<file path="config.mk">
export PLATFORM = sky130hd
export DESIGN_NAME = cascade_match_timer
export DESIGN_NICKNAME = d
export VERILOG_FILES = /design/src/rtl/cmt_pkg.sv /design/src/rtl/cmt_half.sv /design/src/rtl/cmt_tout.sv /design/src/rtl/cmt_regs.sv /design/src/rtl/cascade_match_timer.sv
export SDC_FILE = /design/constraint.sdc
export NUM_CORES = 1
export LEC_CHECK = 0
export ABC_AREA = 1
export BUFFER_PORTS_ARGS = -buffer_cell sky130_fd_sc_hd__buf_2
export CAP_MARGIN = 5
export CORE_MARGIN = 5
export CORE_UTILIZATION = 45
export CTS_CLUSTER_DIAMETER = 40
export DETAILED_ROUTE_END_ITERATION = 10
export GPL_TIMING_DRIVEN = 0
export PLACE_DENSITY_LB_ADDON = 0.2
export SETUP_SLACK_MARGIN = 0.5
export SLEW_MARGIN = 5
export SYNTH_ARGS = -nofsm -noshare
export SYNTH_HDL_FRONTEND = slang
export SYNTH_SLANG_ARGS = --single-unit
</file>
<file path="constraint.sdc">
create_clock -name clk -period 3.7 [get_ports clk]
set_input_delay 0.37 -clock clk [delete_from_list [all_inputs] [get_ports clk]]
set_output_delay 0.37 -clock clk [all_outputs]
set_load 0.005 [all_outputs]
</file>
<file path="src/rtl/cmt_pkg.sv">
package cmt_pkg;

  localparam int AW = 3;

  localparam logic [AW-1:0] AD_CTRL   = 3'd0;
  localparam logic [AW-1:0] AD_STAT   = 3'd1;
  localparam logic [AW-1:0] AD_CNT_LO = 3'd2;
  localparam logic [AW-1:0] AD_CNT_HI = 3'd3;
  localparam logic [AW-1:0] AD_CMP_LO = 3'd4;
  localparam logic [AW-1:0] AD_CMP_HI = 3'd5;

  localparam int CTRL_W    = 5;
  localparam int CB_CASC   = 0;
  localparam int CB_LVL_LO = 1;
  localparam int CB_LVL_HI = 2;

  localparam int STAT_W    = 4;
  localparam int SB_MAT_LO = 0;
  localparam int SB_OVF_LO = 1;
  localparam int SB_MAT_HI = 2;
  localparam int SB_OVF_HI = 3;

  typedef struct packed {
    logic clr_hi;
    logic clr_lo;
    logic lvl_hi;
    logic lvl_lo;
    logic casc;
  } ctrl_t;

endpackage

</file>
<file path="src/rtl/cmt_half.sv">
module cmt_half #(
  parameter int W = 8
) (
  input  logic         clk,
  input  logic         rst_n,
  input  logic         en,
  input  logic         wr,
  input  logic [W-1:0] wdata,
  input  logic         clr,
  output logic [W-1:0] cnt,
  output logic         wrap
);

  localparam logic [W-1:0] TOP = {W{1'b1}};

  logic [W-1:0] cnt_d;
  logic         cnt_ld;

  always_comb begin
    wrap   = en && (cnt == TOP) && !wr && !clr;
    cnt_ld = wr || clr || en;
    if (wr)       cnt_d = wdata;
    else if (clr) cnt_d = '0;
    else          cnt_d = cnt + W'(1);
  end

  always_ff @(posedge clk or negedge rst_n) begin
    if (!rst_n)      cnt <= '0;
    else if (cnt_ld) cnt <= cnt_d;
  end

endmodule

</file>
<file path="src/rtl/cmt_tout.sv">
module cmt_tout (
  input  logic clk,
  input  logic rst_n,
  input  logic load,
  input  logic level,
  input  logic flip,
  output logic q
);

  logic q_d;
  logic q_en;

  always_comb begin
    q_en = load || flip;
    q_d  = load ? level : !q;
  end

  always_ff @(posedge clk or negedge rst_n) begin
    if (!rst_n)    q <= 1'b0;
    else if (q_en) q <= q_d;
  end

endmodule

</file>
<file path="src/rtl/cmt_regs.sv">
module cmt_regs
  import cmt_pkg::*;
#(
  parameter int DW = 8
) (
  input  logic                  clk,
  input  logic                  rst_n,
  input  logic                  bus_wr,
  input  logic                  bus_rd,
  input  logic [AW-1:0]         bus_addr,
  input  logic [DW-1:0]         bus_wdata,
  input  logic [DW-1:0]         cnt_lo,
  input  logic [DW-1:0]         cnt_hi,
  input  logic [STAT_W-1:0]     stat_set,
  output ctrl_t                 ctrl,
  output logic [STAT_W-1:0]     stat,
  output logic [1:0][DW-1:0]    cmp_eff,
  output logic [1:0]            cnt_wr,
  output logic                  ctrl_wr,
  output logic [DW-1:0]         bus_rdata
);

  logic [1:0][DW-1:0] cmp_cur;
  ctrl_t              ctrl_d;
  logic [STAT_W-1:0]  stat_d;
  logic [STAT_W-1:0]  arm_q;
  logic [STAT_W-1:0]  arm_d;
  logic [STAT_W-1:0]  clr_mask;
  logic               stat_wr;
  logic               stat_rd;

  for (genvar h = 0; h < 2; h++) begin : g_cmp
    localparam logic [AW-1:0] CMP_ADR = (h == 0) ? AD_CMP_LO : AD_CMP_HI;
    localparam logic [AW-1:0] CNT_ADR = (h == 0) ? AD_CNT_LO : AD_CNT_HI;
    logic          sel;
    logic [DW-1:0] q;

    assign sel        = bus_wr && (bus_addr == CMP_ADR);
    assign cnt_wr[h]  = bus_wr && (bus_addr == CNT_ADR);
    assign cmp_cur[h] = q;
    assign cmp_eff[h] = sel ? bus_wdata : q;

    always_ff @(posedge clk or negedge rst_n) begin
      if (!rst_n)   q <= '1;
      else if (sel) q <= bus_wdata;
    end
  end

  always_comb begin
    ctrl_wr  = bus_wr && (bus_addr == AD_CTRL);
    stat_wr  = bus_wr && (bus_addr == AD_STAT);
    stat_rd  = bus_rd && (bus_addr == AD_STAT);
    ctrl_d   = ctrl_t'(bus_wdata[CTRL_W-1:0]);
    clr_mask = stat_wr ? (arm_q & ~bus_wdata[STAT_W-1:0]) : '0;
    stat_d   = (stat & ~clr_mask) | stat_set;
    if (stat_wr)      arm_d = '0;
    else if (stat_rd) arm_d = stat;
    else              arm_d = arm_q;
  end

  always_ff @(posedge clk or negedge rst_n) begin
    if (!rst_n)       ctrl <= '0;
    else if (ctrl_wr) ctrl <= ctrl_d;
  end

  always_ff @(posedge clk or negedge rst_n) begin
    if (!rst_n) begin
      stat  <= '0;
      arm_q <= '0;
    end else begin
      stat  <= stat_d;
      arm_q <= arm_d;
    end
  end

  always_comb begin
    case (bus_addr)
      AD_CTRL:   bus_rdata = {{(DW-CTRL_W){1'b0}}, ctrl};
      AD_STAT:   bus_rdata = {{(DW-STAT_W){1'b0}}, stat};
      AD_CNT_LO: bus_rdata = cnt_lo;
      AD_CNT_HI: bus_rdata = cnt_hi;
      AD_CMP_LO: bus_rdata = cmp_cur[0];
      AD_CMP_HI: bus_rdata = cmp_cur[1];
      default:   bus_rdata = '0;
    endcase
  end

endmodule

</file>
<file path="src/rtl/cascade_match_timer.sv">
module cascade_match_timer #(
  parameter int DW = 8
) (
  input  logic                   clk,
  input  logic                   rst_n,
  input  logic                   bus_wr,
  input  logic                   bus_rd,
  input  logic [cmt_pkg::AW-1:0] bus_addr,
  input  logic [DW-1:0]          bus_wdata,
  output logic [DW-1:0]          bus_rdata,
  input  logic                   tick_lo,
  input  logic                   tick_hi,
  output logic                   tout_lo,
  output logic                   tout_hi
);
  import cmt_pkg::*;

  logic [1:0] rs_q;
  logic       rst_sync_n;

  always_ff @(posedge clk or negedge rst_n) begin
    if (!rst_n) rs_q <= '0;
    else        rs_q <= {rs_q[0], 1'b1};
  end
  assign rst_sync_n = rs_q[1];

  ctrl_t              ctrl;
  logic [STAT_W-1:0]  stat;
  logic [STAT_W-1:0]  stat_set;
  logic [1:0][DW-1:0] cmp_eff;
  logic [1:0]         cnt_wr;
  logic               ctrl_wr;
  logic [DW-1:0]      cnt_lo;
  logic [DW-1:0]      cnt_hi;
  logic               wrap_lo;
  logic               wrap_hi;
  logic               en_hi;
  logic               casc;
  logic               pclr_lo_q, pclr_hi_q, pclr_lo_d, pclr_hi_d;
  logic               clr_now_lo, clr_now_hi;
  logic               eq_lo, eq_hi;
  logic               m_lo, m_hi;
  logic [1:0]         flip;
  logic [1:0]         level;
  logic [1:0]         tq;

  cmt_regs #(.DW(DW)) u_regs (
    .clk       (clk),
    .rst_n     (rst_sync_n),
    .bus_wr    (bus_wr),
    .bus_rd    (bus_rd),
    .bus_addr  (bus_addr),
    .bus_wdata (bus_wdata),
    .cnt_lo    (cnt_lo),
    .cnt_hi    (cnt_hi),
    .stat_set  (stat_set),
    .ctrl      (ctrl),
    .stat      (stat),
    .cmp_eff   (cmp_eff),
    .cnt_wr    (cnt_wr),
    .ctrl_wr   (ctrl_wr),
    .bus_rdata (bus_rdata)
  );

  always_comb begin
    casc       = ctrl.casc;
    clr_now_lo = casc ? pclr_hi_q : pclr_lo_q;
    clr_now_hi = pclr_hi_q;
    en_hi      = casc ? wrap_lo : tick_hi;
  end

  cmt_half #(.W(DW)) u_half_lo (
    .clk   (clk),
    .rst_n (rst_sync_n),
    .en    (tick_lo),
    .wr    (cnt_wr[0]),
    .wdata (bus_wdata),
    .clr   (clr_now_lo),
    .cnt   (cnt_lo),
    .wrap  (wrap_lo)
  );

  cmt_half #(.W(DW)) u_half_hi (
    .clk   (clk),
    .rst_n (rst_sync_n),
    .en    (en_hi),
    .wr    (cnt_wr[1]),
    .wdata (bus_wdata),
    .clr   (clr_now_hi),
    .cnt   (cnt_hi),
    .wrap  (wrap_hi)
  );

  // Match judgement: counter value before the increment against the
  // effective compare value (a same-cycle write replaces the old one).
  always_comb begin
    eq_lo = (cnt_lo == cmp_eff[0]);
    eq_hi = (cnt_hi == cmp_eff[1]);
    m_lo  = tick_lo && eq_lo && !clr_now_lo;
    if (casc) m_hi = m_lo && eq_hi && !clr_now_hi;
    else      m_hi = tick_hi && eq_hi && !clr_now_hi;
    stat_set            = '0;
    stat_set[SB_MAT_LO] = m_lo;
    stat_set[SB_OVF_LO] = wrap_lo;
    stat_set[SB_MAT_HI] = m_hi;
    stat_set[SB_OVF_HI] = wrap_hi;
    pclr_lo_d = !casc && ctrl.clr_lo && m_lo;
    pclr_hi_d = ctrl.clr_hi && m_hi;
    flip[0]   = !casc && m_lo;
    flip[1]   = m_hi;
    level[0]  = bus_wdata[CB_LVL_LO];
    level[1]  = bus_wdata[CB_LVL_HI];
  end

  always_ff @(posedge clk or negedge rst_sync_n) begin
    if (!rst_sync_n) begin
      pclr_lo_q <= 1'b0;
      pclr_hi_q <= 1'b0;
    end else begin
      pclr_lo_q <= pclr_lo_d;
      pclr_hi_q <= pclr_hi_d;
    end
  end

  for (genvar h = 0; h < 2; h++) begin : g_tout
    cmt_tout u_tout (
      .clk   (clk),
      .rst_n (rst_sync_n),
      .load  (ctrl_wr),
      .level (level[h]),
      .flip  (flip[h]),
      .q     (tq[h])
    );
  end

  assign tout_lo = casc ? 1'b0 : tq[0];
  assign tout_hi = tq[1];

endmodule

</file>
==> results of run 1 <==
## flip-flops by register name, summed over array words and instances, names as in the netlist, 2 cells and up
register,cells
u_regs.g_cmp.q,16
u_half_hi.cnt,8
u_half_lo.cnt,8
u_regs.ctrl,5
u_regs.arm_q,4
u_regs.stat,4
g_tout.u_tout.q,2
rs_q,2
## power by group through the flow
stage / clock, mW / sequential, mW / combinational, mW
after global routing: 0.436 / 0.884 / 0.816
after global placement: 0 / 0.874 / 0.690
after floorplan: 0 / 0.826 / 0.546
after detailed placement: 0 / 0.868 / 0.711
after CTS: 0.420 / 0.859 / 0.714
final: 0.405 / 0.864 / 0.713
## final cells by class
type / instances / area share
multi-input cells: 322 / 0.461
flip-flops and latches: 51 / 0.349
inverters: 62 / 0.0630
repair buffers: 26 / 0.0404
well taps: 99 / 0.0333
plain buffers: 11 / 0.0226
clock buffers: 5 / 0.0185
clock inverters: 3 / 0.0125
## cells by family after synthesis
kind of cell	count (synthesis)
flip-flops	51
buffers and inverters	73
AND/OR/NAND/NOR	231
XOR/XNOR	4
AO/OA/AOI/OAI	84
adder cells (fa/ha/maj)	2
other	1
## what timing repair did
item	CTS	global route
gates resized for setup	0	0
hold endpoints to repair	2	0
endpoints found under the setup margin	0	0
hold buffers	1	0
## per-stage QoR
step	setup WS [ps]	cell area, µm²	instances	util	total power, mW
after floorplan	2000	3330	446	-	1.37
after global placement	1390	3570	569	0.495	1.56
after detailed placement	1390	3590	570	0.498	1.58
after CTS	1380	3720	579	0.515	1.99
after global routing	1330	3720	579	0.515	2.14
final	1340	3720	579	0.515	1.98
## routing by layer
metal | part of all wire | up-vias | GRT usage
li1 | - | 1551 | -
met1 | 0.43 | 1483 | 0.277
met2 | 0.49 | 81 | 0.360
met3 | 0.051 | 15 | 0.0336
met4 | 0.022 | 0 | 0.0616
met5 | 0 | - | 0
## synth_stat cells (all sizes together)
library cell,instances
a21oi,7
a221oi,5
a22oi,4
a31oi,2
a32oi,1
and2,1
buf,7
clkbuf,4
clkinv,1
conb,1
dfrtp,35
dfstp,16
ha,2
inv,61
nand2,139
nand3,36
nand3b,1
nand4,12
nor2,30
nor3,10
nor4,1
o2111ai,2
o211ai,10
o21ai,43
o22ai,7
o31ai,1
o32ai,2
or2,1
xnor2,1
xor2,3
## worst max path at each step
stage | slack, ps | startpoint | to | cells after the start
final | 1340 | bus_addr[2] | bus_rdata[3] | 7
after global routing | 1330 | bus_addr[2] | bus_rdata[3] | 7
after CTS | 1380 | bus_addr[2] | bus_rdata[3] | 7
after detailed placement | 1390 | bus_addr[2] | bus_rdata[2] | 7
after global placement | 1390 | bus_addr[2] | bus_rdata[3] | 7
after floorplan | 2000 | bus_addr[2] | bus_rdata[2] | 5
## worst reg2reg max path, cell delays in order, from the launching register on
cell     delay (ps)
dfrtp_1         440
inv_1           150
nand2_1          90
o21ai_0         220
nor3_2          410
nand2_1         100
nand2_1         120
inv_2            70
nand2_4          90
buf_6           170
nand2_1          80
o21ai_2          50
==> metrics.md, run 1 <==
| Metric | Value |
|---|---|
| Initial Util | `0.461` |
| Crit-path max cell delay | `around 650 ps` |
| Largest family of logic cells by synthesized area | `simple AND/OR/NAND/NOR gates` |
| First-pass GRT wire length | `between 10,000 and 15,000 µm` |
| CTS tree | `done` |
| Sequential fraction of design power | `0.436` |
| Maximum vdd drop | `approximately 230 µV` |
| Worst-path fanout max | `10` |
| Worst reg2reg path startpoint | `u_regs.ctrl[0]$_DFFE_PN0P_` |
| CP Data Arrival Time | `~2000 ps` |
| Synth Instances | `446` |
| Compound-Gate Fraction of Synth Area | `0.171` |
| Ports | `27` |
| Terminus of the critical flop-to-flop path | `u_half_hi.cnt[2]$_DFFE_PN0P_` |
| MaxCap Viol Count | `0` |
| Post-CTS Setup Inserts | `0` |
| Comb pwr share | `0.360` |
| GRT overflow | `0` |
| CP cell instances | `buf_2 > buf_6 > buf_2 > nor3_1 > a221oi_1 > o211ai_1 > buf_2` |
| NetSw | `between 0.7 and 0.8 mW` |
| Hold WC Path Type | `reg2async` |
| Layout Skew | `~7.4 ps` |
| Worst Setup End Kind | `primary output` |
| CP required | `roughly 3300 ps` |
| Die height | `around 96 µm` |
| Row count | `31` |
| Via density per instance | `roughly 5.4` |
| Worst-Skew Late Latency | `roughly 320 ps` |
| #FFs+latches synth | `51` |
| Post-Synth XOR/XNOR Area | `0.0105` |
| Commonest non-fill, non-tap cell in the layout | `nand2_1` |
| Largest net degree at the start of global routing | `38` |
| GRT Resource Usage Total | `0.212` |
| Final worst path period share | `0.638` |
| Fraction of layout cells with a size suffix above 1 | `0.217` |
| Top-area cell type share of the netlist area | `0.263` |
| RSZ-0062 raised after global routing | `no` |
| Nets | `around 500` |
| Final GP Congestion | `0.858` |
| CTS Buf Count | `5` |
| Htree depth | `2` |
| # fillers | `742` |
| Max-slew violation count | `0` |
| Longest Clk Path Bufs | `2` |
| Final Hold Vio Count | `0` |
| Yosys warning total | `0` |
| Final setup vio count | `0` |
| Synth top area cells | `dfrtp_1, nand2_1, dfstp_2, inv_1, nand3_1` |
| Tmin final | `about 2400 ps` |
| Most frequent cells in the layout | `nand2_1, inv_1, nand3_1, dfrtp_1, o21ai_0` |
| Net Count, Synth | `465` |
| Synth Area in Adders | `0.00752` |
| Wire per inst | `between 15 and 20 µm` |
| Ant. Diodes | `0` |
| CTS clock-pin slew for the worst setup and hold paths | `around 100 ps` |
| Initial antenna violation count | `0` |
| Reg area | `approximately 1300 µm²` |
| Die W | `approximately 96 µm` |
| CP Launch Type | `primary input` |
| Post-Synth Simple-Gate Area | `0.324` |
| WS Path Type | `in2out` |
| Initial DRC Count | `around 170` |
| Reg2Reg Depth | `11` |
| CP most frequent cell | `buf_2` |
| Area delta synth->final | `11.7%` |
| CORE AREA | `a little over 7000 µm²` |
| Clock Sinks | `51` |
| Post-Syn Area | `around 3300 µm²` |
| R2r setup slk | `between 1500 and 2000 ps` |
| Actual slew at the worst max-slew pin | `779 ps` |
| Via Count | `3,130` |
| CP delay by family, top | `simple AND/OR/NAND/NOR gates` |
| Bufs and invs on worst path | `4` |
| Leakage | `1.76 nW` |
| Detailed-router iteration count before antenna repair | `5` |
| DRC | `0` |
| Synth cell types | `42` |
| Sw frac | `0.394` |
| Port bufs | `24` |
| Post-synth top area cell | `dfrtp_1` |
| Clk network pwr share | `0.204` |
| Hold slack | `about 160 ps` |
| Setup_tns | `0 ps` |
| Detailed Place HPWL | `roughly 7200 µm` |
| Power density over the cells | `about 530 nW/µm²` |
| Slew headroom | `0.477` |
| Cell-internal power | `1.20 mW` |
| Vias in the first global route | `approximately 2,900` |
| Outcome | `complete, no violations` |
| CTS root buf | `clkbuf_8` |
| Detailed-route wire length | `between 9000 and 10,000 µm` |
| Multi-input logic area | `approximately 1700 µm²` |
| Die area | `about 9200 µm²` |
| Worst path slowest cell | `nor3_1` |
| Sequential area share after synthesis | `0.390` |
| Syn_area_per_cell | `about 7.5 µm²` |
| DRT antenna net count | `0` |
| Peak Freq | `424 MHz` |
| Post-synthesis mux area share | `0` |
(Power assumes the default switching activity.)
==> run 2, diff against run 1 <==
--- a/config.mk
+++ b/config.mk
@@ -5,7 +5,7 @@
 export SDC_FILE = /design/constraint.sdc
 export NUM_CORES = 1
 export LEC_CHECK = 0
-export ABC_AREA = 1
+export ABC_AREA = 0
 export BUFFER_PORTS_ARGS = -buffer_cell sky130_fd_sc_hd__buf_2
 export CAP_MARGIN = 5
 export CORE_MARGIN = 5
==> constraint.sdc (replaced) <==
create_clock -name clk -period 2.4 [get_ports clk]
set_input_delay 0.24 -clock clk [delete_from_list [all_inputs] [get_ports clk]]
set_output_delay 0.24 -clock clk [all_outputs]
set_load 0.005 [all_outputs]
==> metrics.md, run 2 <==
| Metric | Value |
|---|---|
| Outcome | `complete, no violations` |
| Max-slew violation count | `0 (unchanged)` |
| Crit-path max cell delay | `550 ps (-100 ps)` |
| Commonest cells in the netlist | `nand2_1, dfrtp_1, o21ai_0` |
| Final GP Congestion | `0.939 (+9.5%)` |
| Die W | `94.4 µm (-1.6%)` |
| Commonest non-fill, non-tap cell in the layout | `nand2_1` |
| Post-route cell area | `3740 µm² (+0.77%)` |
| Initial Util | `0.467 (+0.00569)` |
| Port bufs | `20 (-17%)` |
| Via Count | `2,748 (-12%)` |
| Detailed-router iteration count before antenna repair | `5 (unchanged)` |
| Clock Sinks | `51 (unchanged)` |
| CTS clock-pin slew for the worst setup and hold paths | `100 ps (about the same)` |
| Synth cell types | `60 (+43%)` |
| Final setup margin | `256 ps (-1090 ps)` |
| DRC | `0 (unchanged)` |
| CTS Buf Count | `5 (unchanged)` |
| Placed cells | `467 (-18%)` |
| Most frequent cell after synthesis | `nand2_1` |
| Worst-Skew Late Latency | `310 ps (about the same)` |
| Slew headroom | `0.537 (+0.0599)` |
| Worst path slowest cell | `dfstp_2` |
| Area delta synth->final | `16.8%` |
| Htree depth | `2 (unchanged)` |
| Yosys warning total | `0 (unchanged)` |
| Net Count, Synth | `369 (-21%)` |
| Synth Instances | `350 (-22%)` |
| Pre-CTS WS | `-29.5 ps (-1420 ps)` |
| Wire per inst | `18.7 µm (+19%)` |
| CP Data Arrival Time | `2390 ps (+400 ps)` |
| CP required | `2650 ps (-680 ps)` |
| Vias in the first global route | `2,623 (-11%)` |
| GRT overflow | `0 (unchanged)` |
| # fillers | `636 (-14%)` |
| Detailed-route wire length | `9060 µm (-0.72%)` |
| Hold WC Path Type | `in2reg` |
| Row count | `30 (-3.2%)` |
| Top-area cell type share of the netlist area | `0.273 (+0.00987)` |
| Initial DRC Count | `208 (+25%)` |
| Maximum vdd drop | `339 µV (+48%)` |
| WS Path Type | `reg2reg` |
| Layout Skew | `6.78 ps (-0.664 ps)` |
| CORE AREA | `6870 µm² (-4.8%)` |
| Initial antenna violation count | `0 (unchanged)` |
| Top FF cell, synth | `dfrtp_1` |
| Worst-path fanout max | `4 (-6)` |
| Ant. Diodes | `0 (unchanged)` |
| Detailed Place HPWL | `6740 µm (-6.0%)` |
| Area after DPL | `3450 µm² (-3.8%)` |
| Max reg flops | `16 (unchanged)` |
| CP cell instances | `inv_2 > a222oi_1 > a41oi_1 > and4b_2 > a31oi_4 > or3_1 > a31oi_1` |
| Post-Syn Area | `3210 µm² (-3.6%)` |
| Bufs and invs on worst path | `1 (-3)` |
| Tmin final | `about 2100 ps` |
| Largest net degree at the start of global routing | `27 (-29%)` |
| EDFF count, synth | `0 (unchanged)` |
| CP Launch Type | `register` |
| Util after Layout | `0.545 (+0.0301)` |
| Power density over the cells | `900 nW/µm² (+69%)` |
| RSZ-0062 raised after global routing | `yes` |
| DRT antenna net count | `0 (unchanged)` |
| Nets | `407 (-18%)` |
| Fraction of layout cells with a size suffix above 1 | `0.278 (+0.0610)` |
| Finished Layout Cells | `485 (-16%)` |
| Largest regs | `u_regs.g_cmp.q (16), u_half_hi.cnt (8), u_half_lo.cnt (8)` |
| Sequential area share after synthesis | `0.404 (+0.0146)` |
| Setup_tns | `0 ps (unchanged)` |
| CP delay by family, top | `compound AO/OA/AOI/OAI gates` |
| Die area | `8910 µm² (-3.2%)` |
| Final Hold Vio Count | `0 (unchanged)` |
| Syn_area_per_cell | `9.16 µm² (+23%)` |
| Reg with most FFs | `u_regs.g_cmp.q` |
| Die height | `94.4 µm (-1.6%)` |
| MaxCap Viol Count | `0 (unchanged)` |
| Longest Clk Path Bufs | `2 (unchanged)` |
| Peak Freq | `roughly 470 MHz` |
| Final worst path period share | `0.893` |
| First-pass GRT wire length | `14,200 µm (-4.5%)` |
| Final setup vio count | `0 (unchanged)` |
| Leakage | `1.65 nW (-6.7%)` |
| CTS tree | `done` |
| Post-synth top area cell | `dfrtp_1` |
| CTS root buf | `clkbuf_8` |
| Ports | `27 (unchanged)` |
| Via density per instance | `5.67 (+4.8%)` |
| FFs w/ async S/R, synth | `1.00 (unchanged)` |
| Actual slew at the worst max-slew pin | `692 ps (-86.4 ps)` |
| Most frequent cells in the layout | `nand2_1, dfrtp_1, buf_2` |
| Worst Setup End Kind | `register` |
| Synth top area cells | `dfrtp_1, dfstp_2, nand2_1, xnor2_1, mux2i_1` |
| GRT Resource Usage Total | `0.210 (-0.00146)` |
| #FFs+latches synth | `51 (unchanged)` |
==> run 2: cell count changes in the layout (fill, tap and decap cells not counted), moves of 7 or more <==
cell      before  now
buf_4          1   12
inv_1         55   16
mux2_2         0   11
mux2i_1        0   12
nand2_1      128   62
nand2_2        9    0
nand3_1       34    2
nor2_1        22   15
o211ai_1       8    0
o21ai_2       14    0
xnor2_1        1   16
xor2_1         3   10
==> run 2: tightest hold or removal path, cell delays in order <==
cell	delay, ps
buf_2	130
nand2_1	60
o21ai_0	70
==> run 2: report_power, final <==
part | total [mW] | switching, mW | internal [mW]
logic | 1.34 | 0.716 | 0.627
registers | 1.40 | 0.257 | 1.15
clock network | 0.623 | 0.312 | 0.311
==> run 2: kinds of logic after synthesis <==
group                      after synthesis  synth area share
xor gates and xnor gates                27            0.0738
adders and majority gates                2           0.00781
buffers and inverters                   43            0.0624
AOI/OAI and AO/OA                       76             0.163
and+or+nand+nor                        124             0.197
DFF                                     51             0.404
other                                    1           0.00117
muxes                                   26            0.0909
==> run 2: path summary, 6_finish.rpt <==
| check | startpoint | end | slack (ps) | cells past startpoint |
|---|---|---|---|---|
| min | bus_wdata[5] | u_regs.g_cmp[0].q[5]$_DFF_PN1_ | 190 | 3 |
| max in group asynchronous | rs_q[1]$_DFF_PN0_ | u_regs.g_cmp[0].q[0]$_DFF_PN1_ | 1530 | 1 |
| max | u_regs.g_cmp[0].q[5]$_DFF_PN1_ | g_tout[1].u_tout.q$_DFFE_PN0P_ | 260 | 7 |
| min reg2reg | rs_q[1]$_DFF_PN0_ | u_half_hi.cnt[3]$_DFFE_PN0P_ | 260 | 0 |
| min in group asynchronous | rst_n | rs_q[1]$_DFF_PN0_ | 220 | 2 |
| max reg2reg | u_regs.g_cmp[0].q[5]$_DFF_PN1_ | g_tout[1].u_tout.q$_DFFE_PN0P_ | 260 | 7 |
==> run 2: layout make-up <==
class                   instances  area, µm²  area share
plain buffers                  26        155      0.0414
clock buffers                   5       68.8      0.0184
inverters                      17       63.8      0.0170
well taps                      96        120      0.0321
multi-input cells             256       1790       0.478
repair buffers                 31        201      0.0538
flip-flops and latches         51       1300       0.347
clock inverters                 3       43.8      0.0117
==> run 2: through the flow <==
step | hold WS (ps) | power, mW
floorplan | -55.6 | 2.25
global placement | 25.8 | 2.60
detailed placement | 27.3 | 2.62
CTS | 192 | 3.32
global route | 214 | 3.57
finish | 188 | 3.37
==> run 2: timing repair <==
action                                  in CTS  in global routing
hold buffers                                 1                  0
pin swaps                                    7                  7
endpoints found under the setup margin      17                 18
resized for setup                           22                 13
buffers inserted                             5                  4
hold endpoints to repair                     2                  0
==> run 2: layer usage <==
metal | vias up | track usage | share of wire | routed length [µm]
met3 | 14 | 0.0335 | 0.042 | 380
met4 | 0 | 0.0614 | 0.019 | 174
met2 | 80 | 0.329 | 0.46 | 4120
met5 | - | 0 | 0 | 0
li1 | 1300 | - | - | -
met1 | 1354 | 0.300 | 0.48 | 4380
